--- config.mk ---
export PLATFORM = sky130hd
export DESIGN_NAME = alu3_core
export DESIGN_NICKNAME = d
export VERILOG_FILES = /design/src/rtl/alu3_pkg.sv /design/src/rtl/alu3_arith.sv /design/src/rtl/alu3_divmod.sv /design/src/rtl/alu3_cmp_logic.sv /design/src/rtl/alu3_core.sv
export SDC_FILE = /design/constraint.sdc
export NUM_CORES = 2
export LEC_CHECK = 0
export BUFFER_PORTS_ARGS = -buffer_cell sky130_fd_sc_hd__buf_4
export CAP_MARGIN = 20
export CORE_MARGIN = 1
export CORE_UTILIZATION = 30
export CTS_BUF_LIST = sky130_fd_sc_hd__clkbuf_16
export CTS_CLUSTER_DIAMETER = 120
export DETAILED_ROUTE_END_ITERATION = 10
export PLACE_DENSITY = 0.46
export SLEW_MARGIN = 0
export SYNTH_ARGS = -nofsm -noshare
export SYNTH_HDL_FRONTEND = slang
export SYNTH_SLANG_ARGS = --single-unit
--- constraint.sdc ---
create_clock -name clk -period 3.05 [get_ports clk]
set_clock_uncertainty 0.15 [all_clocks]
set_input_delay 0.305 -clock clk [delete_from_list [all_inputs] [get_ports clk]]
set_output_delay 0.305 -clock clk [all_outputs]
set_load 0.02 [all_outputs]
--- src/rtl/alu3_pkg.sv ---
package alu3_pkg;

   localparam int unsigned OPC_W = 4;

   typedef enum logic [OPC_W-1:0] {
      OPC_ADD = 4'd0,
      OPC_SUB = 4'd1,
      OPC_MUL = 4'd2,
      OPC_DIV = 4'd3,
      OPC_MOD = 4'd4,
      OPC_EQ  = 4'd5,
      OPC_NEQ = 4'd6,
      OPC_LT  = 4'd7,
      OPC_GT  = 4'd8,
      OPC_AND = 4'd9,
      OPC_OR  = 4'd10,
      OPC_NOT = 4'd11
   } opc_e;

   localparam logic [OPC_W-1:0] OPC_LAST_USED = 4'd11;

endpackage

--- src/rtl/alu3_arith.sv ---
module alu3_arith
   import alu3_pkg::*;
#(
   parameter int unsigned DATA_W = 32
) (
   input  logic [OPC_W-1:0]  op,
   input  logic [DATA_W-1:0] a,
   input  logic [DATA_W-1:0] b,
   output logic [DATA_W-1:0] res
);

   logic [DATA_W-1:0] sum_w;
   logic [DATA_W-1:0] dif_w;
   logic [DATA_W-1:0] prd_w;

   assign sum_w = a + b;
   assign dif_w = a - b;
   assign prd_w = a * b;

   always_comb begin
      unique case (op)
         OPC_ADD: res = sum_w;
         OPC_SUB: res = dif_w;
         OPC_MUL: res = prd_w;
         default: res = '0;
      endcase
   end

endmodule

--- src/rtl/alu3_divmod.sv ---
module alu3_divmod #(
   parameter int unsigned DATA_W        = 32,
   parameter bit          DIV_RESTORING = 1'b1
) (
   input  logic [DATA_W-1:0] a,
   input  logic [DATA_W-1:0] b,
   output logic [DATA_W-1:0] quo,
   output logic [DATA_W-1:0] rem,
   output logic              zero_div
);

   logic [DATA_W-1:0] raw_q;
   logic [DATA_W-1:0] raw_r;

   assign zero_div = (b == '0);

   generate
      if (DIV_RESTORING) begin : g_array
         logic [DATA_W-1:0] part [0:DATA_W];
         assign part[0] = '0;
         for (genvar k = 0; k < DATA_W; k++) begin : g_stage
            logic [DATA_W:0] trial;
            logic [DATA_W:0] diff;
            logic            take;
            assign trial = {part[k], a[DATA_W-1-k]};
            assign diff  = trial - {1'b0, b};
            assign take  = ~diff[DATA_W];
            assign raw_q[DATA_W-1-k] = take;
            assign part[k+1] = take ? diff[DATA_W-1:0] : trial[DATA_W-1:0];
         end
         assign raw_r = part[DATA_W];
      end else begin : g_native
         assign raw_q = zero_div ? '0 : a / b;
         assign raw_r = zero_div ? '0 : a % b;
      end
   endgenerate

   assign quo = zero_div ? '0 : raw_q;
   assign rem = zero_div ? '0 : raw_r;

endmodule

--- src/rtl/alu3_cmp_logic.sv ---
module alu3_cmp_logic
   import alu3_pkg::*;
#(
   parameter int unsigned DATA_W = 32
) (
   input  logic [OPC_W-1:0]  op,
   input  logic [DATA_W-1:0] a,
   input  logic [DATA_W-1:0] b,
   output logic [DATA_W-1:0] res
);

   localparam logic [DATA_W-1:0] HOLDS = '0;
   localparam logic [DATA_W-1:0] FAILS = {{(DATA_W-1){1'b0}}, 1'b1};

   logic same_w;
   logic below_w;
   logic above_w;

   assign same_w  = (a == b);
   assign below_w = (a < b);
   assign above_w = (a > b);

   always_comb begin
      unique case (op)
         OPC_EQ:  res = same_w  ? HOLDS : FAILS;
         OPC_NEQ: res = same_w  ? FAILS : HOLDS;
         OPC_LT:  res = below_w ? HOLDS : FAILS;
         OPC_GT:  res = above_w ? HOLDS : FAILS;
         OPC_AND: res = a & b;
         OPC_OR:  res = a | b;
         OPC_NOT: res = ~a;
         default: res = '0;
      endcase
   end

endmodule

--- src/rtl/alu3_core.sv ---
module alu3_core
   import alu3_pkg::*;
#(
   parameter int unsigned DATA_W        = 32,
   parameter bit          DIV_RESTORING = 1'b1
) (
   input  logic              clk,
   input  logic              rst_n,
   input  logic              in_valid,
   input  logic [3:0]        op,
   input  logic [DATA_W-1:0] opnd_a,
   input  logic [DATA_W-1:0] opnd_b,
   output logic              out_valid,
   output logic [DATA_W-1:0] result,
   output logic              div_zero
);

   initial begin : elab_chk
      if (DATA_W < 2)
         $fatal(1, "alu3_core: DATA_W must be at least 2");
      if (OPC_W != 4)
         $fatal(1, "alu3_core: op code width must be 4");
   end

   logic [DATA_W-1:0] arith_res;
   logic [DATA_W-1:0] cl_res;
   logic [DATA_W-1:0] quo_w;
   logic [DATA_W-1:0] rem_w;
   logic              dz_w;
   logic [DATA_W-1:0] nxt_res;
   logic              nxt_dz;

   alu3_arith #(.DATA_W(DATA_W)) u_arith (
      .op  (op),
      .a   (opnd_a),
      .b   (opnd_b),
      .res (arith_res)
   );

   alu3_divmod #(.DATA_W(DATA_W), .DIV_RESTORING(DIV_RESTORING)) u_divmod (
      .a        (opnd_a),
      .b        (opnd_b),
      .quo      (quo_w),
      .rem      (rem_w),
      .zero_div (dz_w)
   );

   alu3_cmp_logic #(.DATA_W(DATA_W)) u_cmp_logic (
      .op  (op),
      .a   (opnd_a),
      .b   (opnd_b),
      .res (cl_res)
   );

   always_comb begin
      nxt_dz = 1'b0;
      unique case (op)
         OPC_ADD, OPC_SUB, OPC_MUL: nxt_res = arith_res;
         OPC_DIV: begin
            nxt_res = quo_w;
            nxt_dz  = dz_w;
         end
         OPC_MOD: begin
            nxt_res = rem_w;
            nxt_dz  = dz_w;
         end
         OPC_EQ, OPC_NEQ, OPC_LT, OPC_GT,
         OPC_AND, OPC_OR, OPC_NOT:  nxt_res = cl_res;
         default:                   nxt_res = '0;
      endcase
   end

   always_ff @(posedge clk or negedge rst_n) begin
      if (!rst_n) begin
         out_valid <= 1'b0;
         result    <= '0;
         div_zero  <= 1'b0;
      end else begin
         out_valid <= in_valid;
         if (in_valid) begin
            result   <= nxt_res;
            div_zero <= nxt_dz;
         end
      end
   end

endmodule

Yosys cells after proc, flatten, opt, wreduce, memory -nomap -nowiden:

Cells that the tools add are included.

* reductions and logical operators: 5
* add/sub/neg operators: 34
* muxes and demuxes: 42
* bitwise logic cells: 35
* eq/ne operators: 12
* magnitude comparators: 2
* multiply operators: 1
* shift operators: 0
* div/mod/pow operators: 0

Operators by type and width (number)
* 2-to-1 mux 32 bit: 34
* subtractor 33 x 32 -> 33 bit: 31
* one-hot mux 32 bit (7 select lines): 1
* one-hot mux 32 bit (4 select lines): 1
* one-hot mux 32 bit (3 select lines): 1
* subtractor 1 x 32 -> 33 bit: 1
* adder 32 bit: 1
* bitwise AND 32 bit: 1
* == test 32 bit: 1
* > comparator 32 bit: 1
* zero test 32 bit: 1
* less-than comparator 32 bit: 1
* multiplier 32 x 32 -> 32 bit: 1
* NOT 1 bit: 32
* NOT 32 bit: 1
* bitwise OR 32 bit: 1
* subtractor 32 bit: 1
* == test 4 x 3 -> 1 bit (second input constant): 4
* == test 4 bit (second input constant): 4
* == test 4 x 2 -> 1 bit (second input constant): 2
* OR reduction 7 bit: 1
* 2-to-1 mux 1 bit: 5
* == test 4 x 1 -> 1 bit (second input constant): 1
* zero test 4 bit: 1
* other kinds (2): 2

* bits in latches: 0
* memories: 0
* register bits after elaboration: 34
* ROM bits: 0
* memory bits (writable): 0

Logic depth before layout (Yosys ltp):

* depth in word-level cells: 66
* depth in mapped cells: 1084

Cells and area by module:

From an unflattened synthesis, not the netlist that was laid out.

* cell total of the unflattened synthesis: 10297
* area total of the unflattened synthesis: 76358.2 um^2

By module, submodules not included
* alu3_divmod: area an instance 53263.6 um^2, cells an instance 7566, times used 1, sequential area each 0.0 um^2
* alu3_arith: area an instance 18273.8 um^2, cells an instance 2148, times used 1, sequential area each 0.0 um^2
* alu3_core: area an instance 2436.1 um^2, cells an instance 268, times used 1, sequential area each 850.8 um^2
* alu3_cmp_logic: area an instance 2384.8 um^2, cells an instance 315, times used 1, sequential area each 0.0 um^2

Least setup slack after synthesis:

Ideal clock, no wire load.

* kind: input to register
* from: in opnd_b[1]
* to: reg result[23]
* arrival time: 192240 ps
* data required time: 2774 ps
* library setup time: 126 ps
* setup slack: -189466 ps
* path buffers: 109
* cell stages on the path: 1052
* cells stage by stage: inv_1 clkbuf_1 ha_1 and3_1 buf_2 mux2_2 fa_1 nor2b_1 o21ai_1 a21boi_1 o2111ai_1 a31oi_1 o22ai_1 o21ai_1 o311ai_1 nand2_1 clkbuf_1 mux2i_1 [... 1016 more ...] o21bai_1 a21oi_1 o21bai_1 a21oi_1 o21bai_1 a21oi_1 nor2b_1 o21a_1 o21a_1 o21a_1 o21ai_0 nand2b_1 a21oi_1 xnor2_1 inv_1 mux2i_2 mux2_2 a221o_1

* cells in the longest elaborated chain, start to end: 66

Ends and longest elaborated chain
* start: declaration: line alu3_core.sv:12 `input logic [DATA_W-1:0] opnd_b,`
* subtractor 1 x 32 -> 33 bit: line alu3_divmod.sv:26 `assign diff = trial - {1'b0, b};`
* 2-to-1 mux 32 bit: line alu3_divmod.sv:29 `assign part[k+1] = take ? diff[DATA_W-1:0] : trial[DATA_W-1:0];`
* subtractor 33 x 32 -> 33 bit: line alu3_divmod.sv:26
* 2-to-1 mux 32 bit: line alu3_divmod.sv:29
* subtractor 33 x 32 -> 33 bit: line alu3_divmod.sv:26
* 2-to-1 mux 32 bit: line alu3_divmod.sv:29
* subtractor 33 x 32 -> 33 bit: line alu3_divmod.sv:26
* 2-to-1 mux 32 bit: line alu3_divmod.sv:29
* [... 50 more ...]
* subtractor 33 x 32 -> 33 bit: line alu3_divmod.sv:26
* 2-to-1 mux 32 bit: line alu3_divmod.sv:29
* subtractor 33 x 32 -> 33 bit: line alu3_divmod.sv:26
* 2-to-1 mux 32 bit: line alu3_divmod.sv:29
* subtractor 33 x 32 -> 33 bit: line alu3_divmod.sv:26
* 2-to-1 mux 32 bit: line alu3_divmod.sv:29
* 2-to-1 mux 32 bit: line alu3_divmod.sv:39 `assign rem = zero_div ? '0 : raw_r;`
* one-hot mux 32 bit (4 select lines) *: line alu3_core.sv:57 `unique case (op)`
* end signal: assignment: line alu3_core.sv:81 `result <= nxt_res;`
* end: declaration: line alu3_core.sv:14 `output logic [DATA_W-1:0] result,`

Every way passes the cells marked *; elsewhere a longest branch is shown, timed or not.
A chain may end at the register's enable or synchronous reset.

==> impl_metrics.py <==
metrics = {
    "routing": {
        "antenna_left": 0,
        "via_per_inst": 5.120,
        "post_drt_wl_per_cell_um": 19.56,
        "drc": 0,
        "wl_um": 321700,
        "vias": 84210,
        "first_pass_iters": 6,
        "drt-initial-drc-count": 4593,
    },
    "setup_path": {
        "crit_arrival_ns": 154.33,
        "rrSetupSlack_ns": 1.67,
        "slowest_delay_ns": 0.48,
        "cp-end-kind": "register",
        "critPathTopFamily": "compound AO/OA/AOI/OAI gates",
        "cp-start-kind": "primary input",
        "path_max_fanout": 7,
        "critical_path_class": "in -> reg",
        "cp.required_ns": 3.06,
        "regToRegStartpoint": "result[5]$_DFFE_PN0P_",
        "path_buf_inv": 27,
        "cp_slowest_cell": "nor4_4",
        "r2r_end": "result[5]$_DFFE_PN0P_",
        "r2r_cells": 4,
        "crit_path_frequent_cell": "a21o_1",
    },
    "cells_and_area": {
        "finish.utilization_pct": 43.84,
        "drive_gt1_share_pct": 33.98,
        "final_common_cell": "buf_4",
        "layout_common_cells": "buf_4, ha_1, nand2_1, inv_1, nor2_1",
        "fin_nets": 14990,
        "syn2layout_area_growth_pct": 44.98,
    },
    "die": {
        "io_pins": 105,
        "die_height_um": 497.6,
        "coreArea_um2": 243700,
        "start_util_pct": 30.24,
        "rows": 181,
        "fp.dieW_um": 497.6,
        "die-area_um2": 247600,
    },
    "sta": {
        "hold_violations": 0,
        "tns_ns": -4836.30,
        "rsz0062_at_grt": "true",
        "tightest_slew_ns": 1.000,
        "maxSlewViolCount": 0,
        "relSlewSlack_pct": 31.60,
        "whs_ns": 0.04451,
        "fin_crit_sh_pct": 5060,
        "period_needed_ns": 154.32,
        "fmax_mhz": 6.480,
        "fin_ws_ns": -151.27,
        "setup_violations": 32,
    },
    "yosys": {
        "ys_ff_latch": 34,
        "synth.distinct_cells": 113,
        "synth-edff-count": 0,
        "synth_area_leader_cell": "ha_1",
        "synth_area_leaders": "ha_1, fa_1, a21o_1",
        "yosysSeqAreaShare_pct": 1.155,
        "synth_area_um2": 73680,
        "yosys.area_share.simple_pct": 16.63,
        "yosysWarnings": 0,
        "synth.area.mux_share_pct": 5.804,
        "ys.flop_type": "dfrtp_1",
        "synthAdderAreaFrac_pct": 33.09,
        "avgSynthCellArea_um2": 7.372,
        "async_reset_ff_share_pct": 100.0,
        "yosysTopAreaCellShare_pct": 21.11,
        "synthCells": 9994,
        "synth_compound_area_share_pct": 26.95,
        "synth_xor_area_share_pct": 9.530,
        "synth_top_family_by_area": "adder cells",
    },
    "min_path": {
        "hp-class": "in -> reg",
        "whs_path_depth": 1,
        "min_from": "in_valid",
        "min_to": "out_valid$_DFF_PN0_",
    },
    "placed_design": {
        "hpwl_um": 263900,
        "place_congestion": 1.046,
        "io_buffers": 104,
        "place_ws_ns": -158.19,
    },
    "clock_tree": {
        "cts_tree": "yes",
        "clock_sinks": 34,
        "cts_buffers": 5,
        "insertion_delay_ns": 0.27,
        "root_buffer": "clkbuf_16",
        "clockBufferDepth": 2,
        "cts.reportedPaths.clkPinSlew_ns": 0.06,
        "ctsHtreeMaxLevel": 2,
    },
    "run_status": {
        "violations": "setup timing",
        "status": "finished, violations left",
    },
    "grt": {
        "grt_pass1_vias": 84610,
        "grt_use_total_pct": 25.10,
        "grt_max_degree": 50,
        "antenna_found_initial": 22,
        "grt.overflow.total": 0,
        "grt_pass1_wl_um": 489100,
    },
    "run": {
        "drv_cap": 0,
    },
}
layer usage:
metal | track usage [%] | share of wire (%) | up-vias
met5 | 0 | 0.034 | -
met4 | 9.030 | 4.4 | 10
met2 | 44.16 | 47 | 1825
li1 | - | - | 41340
met3 | 2.334 | 4.9 | 498
met1 | 31.58 | 43 | 40540
timing repair:
action	CTS	global route
hold buffers	1	0
setup endpoints to repair	32	32
gates resized for setup	162	364
gates cloned	2	1
endpoints found under the hold margin	34	0
buffers inserted	133	168
pin swaps	255	429
worst register-to-register path, delay by kind of cell, from the launching register on:
family / cells / cell delay (ns)
compound gates: 3 / 0.62
simple gates: 1 / 0.08
flops: 1 / 0.42
synthesized netlist by cell type (19+ instances only):
cell type     n
a211oi_1     43
a21boi_0    229
a21o_1      720
a21oi_1     595
a221o_1      27
a221oi_1     33
a31oi_1      36
and2_1       66
and3_1       62
buf_1        57
clkbuf_1    222
dfrtp_1      34
fa_1        441
ha_1       1243
inv_1      1018
mux2_1       20
mux2_2      283
mux2i_1      73
nand2_1    1064
nand2b_1    152
nand3_1     106
nand4_1      19
nor2_1      923
nor2b_1     114
nor3_1      114
nor4_1       24
o211ai_1     33
o21a_1       86
o21ai_0     625
o21ai_1      31
o21bai_1     88
o221ai_1     38
o22ai_1      40
o31ai_1     150
or3_1        47
xnor2_1     461
xor2_1      332
flip-flops by register name, indices dropped and copies added (netlist names):
register	flops
result	32
out_valid	1
div_zero	1
cell families (layout without fill, tap and decap cells):
| logic type | after synthesis | count (layout) |
|---|---|---|
| xor gates and xnor gates | 797 | 797 |
| muxes | 385 | 385 |
| other | 1 | 22 |
| DFF | 34 | 34 |
| buffers and inverters | 1325 | 4551 |
| and+or+nand+nor | 2774 | 2776 |
| AOI/OAI and AO/OA | 2994 | 2994 |
| adders and majority gates | 1684 | 1684 |
through the flow:
| step | std cells | area [um^2] |
|---|---|---|
| floorplan | 10010 | 75790 |
| global placement | 16130 | 102000 |
| detailed placement | 16130 | 102000 |
| CTS | 16270 | 104000 |
| global route | 16440 | 106800 |
| finish | 16450 | 106800 |
area by class of cell:
type,count,area (um^2)
well taps,3202,4006
flip-flops and latches,34,850.8
multi-input cells,8651,71110
diodes,7,17.52
clock buffers,5,125.1
inverters,1023,3842
fillers,24680,136900
clock inverters,3,63.81
repair buffers,3520,26810
how the worst max path moves through the flow:
stage,from,endpoint,slack [ns],cells past startpoint
2_1_floorplan,opnd_b[12],result[23]$_DFFE_PN0P_,-155.40,1172
3_3_place_gp,opnd_b[12],result[23]$_DFFE_PN0P_,-156.48,1170
3_5_place_dp,opnd_b[12],result[23]$_DFFE_PN0P_,-158.19,1135
4_1_cts,opnd_b[15],result[23]$_DFFE_PN0P_,-154.97,1118
5_1_grt,opnd_b[13],result[25]$_DFFE_PN0P_,-160.47,1118
6_report,opnd_b[13],result[29]$_DFFE_PN0P_,-151.27,1118
Power is left out: the tool's default activity adds up to more than one toggle a clock period on the data nets, which glitch-free logic cannot reach.
